**src/rtl/fld_rd_pkg.sv**
```systemverilog
package fld_rd_pkg;
  localparam int unsigned DEF_AW    = 21;
  localparam int unsigned DEF_DW    = 24;
  localparam int unsigned DEF_DEPTH = 1114112;
endpackage

```
**src/rtl/fld_rd_addr_loader.sv**
```systemverilog
module fld_rd_addr_loader #(
  parameter int unsigned AW = 21
) (
  input  logic          clk,
  input  logic          rst_n,
  input  logic          load,
  input  logic          bit_in,
  output logic [AW-1:0] next_addr
);
  localparam int unsigned CW = $clog2(AW + 1);
  localparam logic [CW-1:0] FULL = CW'(AW);

  logic [AW-1:0] acc_q;
  logic [CW-1:0] cnt_q;

  // Bit i takes the serial input only on the edge whose count equals i.
  for (genvar i = 0; i < AW; i++) begin : g_bit
    assign next_addr[i] = (cnt_q == CW'(i)) ? bit_in : acc_q[i];
  end

  always_ff @(posedge clk or negedge rst_n) begin
    if (!rst_n) begin
      acc_q <= '0;
      cnt_q <= '0;
    end else if (!load) begin
      acc_q <= '0;
      cnt_q <= '0;
    end else begin
      acc_q <= next_addr;
      if (cnt_q != FULL) cnt_q <= cnt_q + 1'b1;
    end
  end
endmodule

```
**src/rtl/fld_rd_pointer.sv**
```systemverilog
module fld_rd_pointer #(
  parameter int unsigned AW    = 21,
  parameter int unsigned DEPTH = 1114112
) (
  input  logic          clk,
  input  logic          rst_n,
  input  logic          load,
  input  logic [AW-1:0] load_addr,
  input  logic          adv,
  output logic [AW-1:0] ptr
);
  localparam logic [AW-1:0] LAST = AW'(DEPTH - 1);

  always_ff @(posedge clk or negedge rst_n) begin
    if (!rst_n)        ptr <= '0;
    else if (load)     ptr <= load_addr;
    else if (adv)      ptr <= (ptr >= LAST) ? '0 : ptr + 1'b1;
  end
endmodule

```
**src/rtl/fld_rd_out_stage.sv**
```systemverilog
module fld_rd_out_stage #(
  parameter int unsigned DW = 24
) (
  input  logic          clk,
  input  logic          rst_n,
  input  logic          capture,
  input  logic [DW-1:0] word_in,
  input  logic          drv_req,
  output logic [DW-1:0] dout,
  output logic          drv
);
  logic [DW-1:0] word_q;

  always_ff @(posedge clk or negedge rst_n) begin
    if (!rst_n) begin
      word_q <= '0;
      drv    <= 1'b0;
    end else begin
      if (capture) word_q <= word_in;
      drv <= drv_req;
    end
  end

  assign dout = drv ? word_q : '0;
endmodule

```
**src/rtl/fld_rd_port.sv**
```systemverilog
module fld_rd_port
  import fld_rd_pkg::*;
#(
  parameter int unsigned AW    = DEF_AW,
  parameter int unsigned DW    = DEF_DW,
  parameter int unsigned DEPTH = DEF_DEPTH
) (
  input  logic          clk,
  input  logic          rst_n,
  input  logic          rd_restart,
  input  logic          addr_bit,
  input  logic          rd_adv,
  input  logic          drv_en,
  output logic [AW-1:0] mem_addr,
  input  logic [DW-1:0] mem_rdata,
  output logic [DW-1:0] dout,
  output logic          dout_drv
);
  logic [AW-1:0] start_addr;
  logic          step;

  // Restart wins over advance.
  assign step = rd_adv & ~rd_restart;

  fld_rd_addr_loader #(.AW(AW)) u_loader (
    .clk       (clk),
    .rst_n     (rst_n),
    .load      (rd_restart),
    .bit_in    (addr_bit),
    .next_addr (start_addr)
  );

  fld_rd_pointer #(.AW(AW), .DEPTH(DEPTH)) u_ptr (
    .clk       (clk),
    .rst_n     (rst_n),
    .load      (rd_restart),
    .load_addr (start_addr),
    .adv       (step),
    .ptr       (mem_addr)
  );

  fld_rd_out_stage #(.DW(DW)) u_out (
    .clk     (clk),
    .rst_n   (rst_n),
    .capture (step),
    .word_in (mem_rdata),
    .drv_req (drv_en),
    .dout    (dout),
    .drv     (dout_drv)
  );
endmodule

```
**config.mk**
```make
export PLATFORM = sky130hd
export DESIGN_NAME = fld_rd_port
export DESIGN_NICKNAME = d
export VERILOG_FILES = /design/src/rtl/fld_rd_pkg.sv /design/src/rtl/fld_rd_addr_loader.sv /design/src/rtl/fld_rd_pointer.sv /design/src/rtl/fld_rd_out_stage.sv /design/src/rtl/fld_rd_port.sv
export SDC_FILE = /design/constraint.sdc
export NUM_CORES = 1
export LEC_CHECK = 0
export BUFFER_PORTS_ARGS = -buffer_cell sky130_fd_sc_hd__clkbuf_2
export CAP_MARGIN = 20
export CORE_MARGIN = 8
export CORE_UTILIZATION = 42
export DETAILED_ROUTE_END_ITERATION = 10
export GPL_TIMING_DRIVEN = 0
export HOLD_SLACK_MARGIN = 0.08
export PLACE_DENSITY = 0.74
export SYNTH_ARGS = -nofsm -noshare
export SYNTH_HDL_FRONTEND = slang
export SYNTH_SLANG_ARGS = --single-unit
```
**constraint.sdc**
```tcl
create_clock -name clk -period 2.3 [get_ports clk]
set_clock_uncertainty 0.1 [all_clocks]
set_input_delay 0 -clock clk [delete_from_list [all_inputs] [get_ports clk]]
set_output_delay 0 -clock clk [all_outputs]
set_load 0.03 [all_outputs]
```
Word level (Yosys, flattened, before mapping)
Index checks and enable logic that the tools add are counted.
{ "op_classes": {"n_lt_le_gt_ge": 1, "eq_ne": 22, "add_sub_neg": 2, "bitwise": 2, "reduce_logical": 2, "n_mux": 28, "n_div": 0, "shifts": 0, "mul": 0} }
{ "ops": {"columns": ["operator", "count"], "rows": [
  ["21-bit two-way mux", 4],
  ["5-bit by 4-bit equality test with 1-bit output, second input constant", 8],
  ["5-bit equality test, second input constant", 5],
  ["24-bit two-way mux", 1],
  ["21-bit by 1-bit adder with 21-bit output, second input constant", 1],
  ["21-bit >= comparator, second input constant", 1],
  ["1-bit two-way mux", 21],
  ["5-bit by 3-bit equality test with 1-bit output, second input constant", 4],
  ["5-bit by 2-bit equality test with 1-bit output, second input constant", 2],
  ["5-bit two-way mux", 2],
  ["5-bit by 1-bit adder with 5-bit output, second input constant", 1],
  ["5-bit by 1-bit equality test with 1-bit output, second input constant", 1],
  ["5-bit logical NOT", 1],
  ["5-bit inequality test, second input constant", 1],
  ["2-bit by 1-bit inequality test with 1-bit output, second input constant", 1],
  ["2-bit nonzero test", 1],
  ["1-bit bitwise AND", 1],
  ["1-bit inverter", 1]
]} }
{ "totals": {"n_memories": 0, "latch_bits": 0, "word_cells": 62, "mem_bits_rw": 0, "ff_bits": 72, "out_inout_bits": 46, "rom_bits": 0} }

Longest topological paths before layout
{ "depth": {"ltp_word": 4, "mapped_depth": 8} }

Modules after synthesis
A second synthesis with hierarchy kept.
{ "unflattened": {"cells_unflattened": 374, "hier_area_um2": 4144.0} }
{ "by_module_without_submodules": {"columns": ["module", "area_per_inst_um2", "cells_per_inst", "n_inst"], "rows": [
  ["fld_rd_addr_loader", 1481.4, 119, 1],
  ["fld_rd_pointer", 1468.9, 176, 1],
  ["fld_rd_out_stage", 1179.9, 78, 1],
  ["fld_rd_port", 13.8, 1, 1]
]} }

Least setup slack after synthesis
Ideal clock, no wire load.
{ "synth_path": {"path_kind": "register -> register", "from": "register u_ptr.ptr[3]", "to": "register u_ptr.ptr[11]", "required_time_ps": 2135, "stages_incl_launch_ff": 6, "setup_time_ps": 65, "setup_slack_ps": 154, "path_buffers": 0, "t_arrival_ps": 1981, "path_cell_list": "dfrtp_1 nand4_4 or4_1 or4_1 a21boi_1 a311o_2"} }
{ "synth_between": {"elab_chain_len": 4, "word_cells_on_any_way": 5, "classes_between": "1 x add/sub; 1 x order compare; 3 x mux"} }
{ "synth_rtl": {"columns": ["element", "line_no", "text"], "rows": [
  ["from (decl)", "fld_rd_pointer.sv:10", "output logic [AW-1:0] ptr"],
  ["from (signal assigned)", "fld_rd_pointer.sv:16", "else if (load) ptr <= load_addr;"],
  ["from (signal assigned)", "fld_rd_pointer.sv:17", "else if (adv) ptr <= (ptr >= LAST) ? '0 : ptr + 1'b1;"],
  ["21-bit by 1-bit adder with 21-bit output / 21-bit >= comparator (equally long branches)", "fld_rd_pointer.sv:17", null],
  ["21-bit two-way mux * (2 in a row)", "fld_rd_pointer.sv:17", null],
  ["21-bit two-way mux *", "fld_rd_pointer.sv:16", null]
]} }
Mark *: on every way between the ends. The rest lies on a longest branch, timed or not. The select of a mux whose other input is x is not followed.
A chain may end at the register's enable or synchronous reset.

Worst setup path in the final report
Ends and elaborated chain as after synthesis.

==> summary.md <==
| Metric | Value |
|---|---|
| Worst-path fanout max | 9 |
| I/O Buffers | 75 |
| Initial core utilization | 0.433 |
| CTS root buf | clkbuf_8 |
| Design Area, Final | between 0.004 and 0.005 mm2 |
| Synth area leader | dfrtp_1 |
| Core Util, Final | 0.554 |
| Final Cycle Share | 0.954 |
| Setup violators final | 0 |
| Mapped cell area | 0.00378 mm2 |
| H-tree Lvls | 3 |
| Final std cells w/o fill | 606 |
| Most numerous cell in the Yosys netlist | dfrtp_1 |
| Synth top area share | 0.477 |
| Nets | 529 |
| RSZ-0062 raised after global routing | false |
| Drt via density | roughly 5.6 |
| Post-Syn Nets | around 410 |
| PnR worst setup slack | 107 ps |
| I/O pins | 76 |
| Worst EP required | 2480 ps |
| Max VDD drop | 374 uV |
| Yosys cell types | 52 |
| Share of synthesized registers carrying an async set or reset | 1.00 |
| Initial antenna violation count | 0 |
| CTS clk-pin slew, worst paths | 80 ps |
| Register area | 0.00180 mm2 |
| Fmax | 456 MHz |
| Post-DP HPWL | 7730 um |
| Status | finished, final reports clean |
| Mapped Cells | 377 |
| Avg Inst Size Synth | ~10 um2 |
| Hold Fails Final Rpt | 0 |
| Via count | 3419 |
| Crit path time final | approximately 2200 ps |
| Layout cells sized above 1 | 0.255 |
| Synth top area cells | dfrtp_1 48%, mux2_2 7.2%, and2_1 4.1% |
| Vias in the first global route | 3486 |
| Die Area | around 0.012 mm2 |
| GRT Total Usage | 0.175 |
| Post-synthesis register bit count | 72 |
| Antenna Violating Nets Remaining | 0 |
| Power Total | between 3 and 4 mW |
| HP Class | in -> async |
| Grt ovf | 0 |
| Top cells by count, synth | 72 x dfrtp_1, 41 x nor2_1, 25 x and2_1 |
| Most used DFF post-synth | dfrtp_1 |
| Static Leakage | 2.19 nW |
| Post-Place Cells | between 500 and 600 |
| Multi-input logic area | 0.00188 mm2 |
| Clock latency on the worst-skew pair | 340 ps |
| Core area | 0.00872 mm2 |
| Clock buffer depth | 2 |
| Fin Setup TNS | 0 ps |
| Drt drc | 0 |
| Global-route wire length before repair | 17800 um |
| EDFF count, synth | 0 |
| Synth Warn # | 0 |
| Max Slew Vio Count | 0 |
| DRT iter0 DRCs | 197 |
| Placement Cell Area | 0.00431 mm2 |
| CP startpoint kind | flip-flop |
| Crit. End Element | flip-flop |
| Hold slack | 87.2 ps |
| Seq/Total Area, Yosys | 0.477 |
| Max-slew headroom | 0.569 |
| CTS tree | built |
| Sinks on Clock Net | 72 |
| Arrival @ worst endpoint | 2380 ps |
| Rows | 34 |
| Worst-Margin Slew | between 600 and 700 ps |
| Gpl congestion | 0.898 |
| Synthesis-to-layout area growth | 27.8% |
| Largest net degree at the start of global routing | 41 |
| Final WL | between 10000 and 15000 um |
| First-pass iteration count of the detailed router | 5 |
| CP Class | reg -> reg |
| Place WS | -32.7 ps |
| Ant diodes | 0 |
| Die Wd | 111 um |
| Pwr dens | about 620 mW/mm2 |
| Avg WL per Cell | around 18 um |
| Clock buffer count from CTS | 9 |
| MaxCap Viol Count | 0 |
| Layout fillers | 713 |
| Die Ht | 111 um |
## logic make-up (layout without fill, tap and decap cells)
kind of cell | count (synthesis) | count (layout) | share of synthesized area
and+or+nand+nor | 165 | 165 | 0.242
DFF | 72 | 72 | 0.477
muxes | 39 | 39 | 0.111
AOI/OAI and AO/OA | 60 | 60 | 0.110
buffers and inverters | 32 | 153 | 0.0328
xor gates and xnor gates | 3 | 3 | 0.00695
adders and majority gates | 6 | 6 | 0.0199
## sequential cells by signal, summed over array words and instances (netlist names)
signal / cells
u_out.word_q: 24
u_loader.acc_q: 21
u_ptr.ptr: 21
u_loader.cnt_q: 5
u_out.drv: 1
## per-layer routing
metal  part of all wire  global-route usage  wire length (um)  vias up
li1                   -                   -                 -     1595
met1               0.39               0.201              4310     1658
met2               0.50               0.291              5440      152
met3              0.099              0.0628              1090       14
met4              0.012              0.0649               128        0
met5                  0                   0                 0        -
## worst max-delay path, stage by stage (launching register included)
cell and delay [ps]:
dfrtp_1 540, nand4_4 200, or4_1 600, or4_1 420, a21boi_1 160, a311o_2 120
## area by class of cell
| type | instances | area share |
|---|---|---|
| well taps | 108 | 0.0280 |
| clock buffers | 14 | 0.0337 |
| inverters | 9 | 0.00700 |
| clock inverters | 2 | 0.00777 |
| multi-input cells | 273 | 0.389 |
| flip-flops and latches | 72 | 0.373 |
| repair buffers | 105 | 0.141 |
| plain buffers | 23 | 0.0197 |
## final timing paths
kind	slack [ps]	cells past startpoint	end	from
max in group asynchronous	1430	3	u_ptr.ptr[12]$_DFFE_PN0P_	rst_n
setup / recovery	110	5	u_ptr.ptr[11]$_DFFE_PN0P_	u_ptr.ptr[3]$_DFFE_PN0P_
hold reg to reg	400	1	u_out.word_q[4]$_DFFE_PN0P_	u_out.word_q[4]$_DFFE_PN0P_
hold / removal	90	2	u_loader.acc_q[7]$_DFF_PN0_	rst_n
setup reg to reg	110	5	u_ptr.ptr[11]$_DFFE_PN0P_	u_ptr.ptr[3]$_DFFE_PN0P_
min in group clk	100	3	u_ptr.ptr[3]$_DFFE_PN0P_	rd_adv
## cell usage in the layout (no fill, tap or decap), drive strengths merged, types with 3 or more instances in the layout
| master | instances |
|---|---|
| o21ai | 13 |
| a211oi | 3 |
| dlygate4sd3 | 27 |
| inv | 8 |
| ha | 6 |
| and4 | 7 |
| mux2i | 15 |
| a311o | 4 |
| a21oi | 15 |
| nand3 | 14 |
| nand4b | 4 |
| nor3 | 10 |
| o22a | 3 |
| and3 | 4 |
| mux2 | 24 |
| nand4 | 14 |
| dfrtp | 72 |
| clkbuf | 107 |
| nand2b | 10 |
| nand2 | 23 |
| nor2 | 41 |
| or4 | 3 |
| buf | 8 |
| a41oi | 3 |
| and2 | 25 |
| a31oi | 4 |
## report_power, final
part           internal [mW]  switching, mW  leakage (nW)  total, mW
registers               1.36         0.0756         0.938       1.43
logic                  0.218          0.347          1.15      0.566
clock network          0.563          0.454        0.0969       1.02
## what timing repair did
item	4_1_cts	5_1_grt
setup buffers	0	2
resized for setup	2	5
endpoints found under the setup margin	6	13
pin swaps	0	1
hold buffers	27	0
hold endpoints to repair	99	0
(Power assumes the default switching activity.)
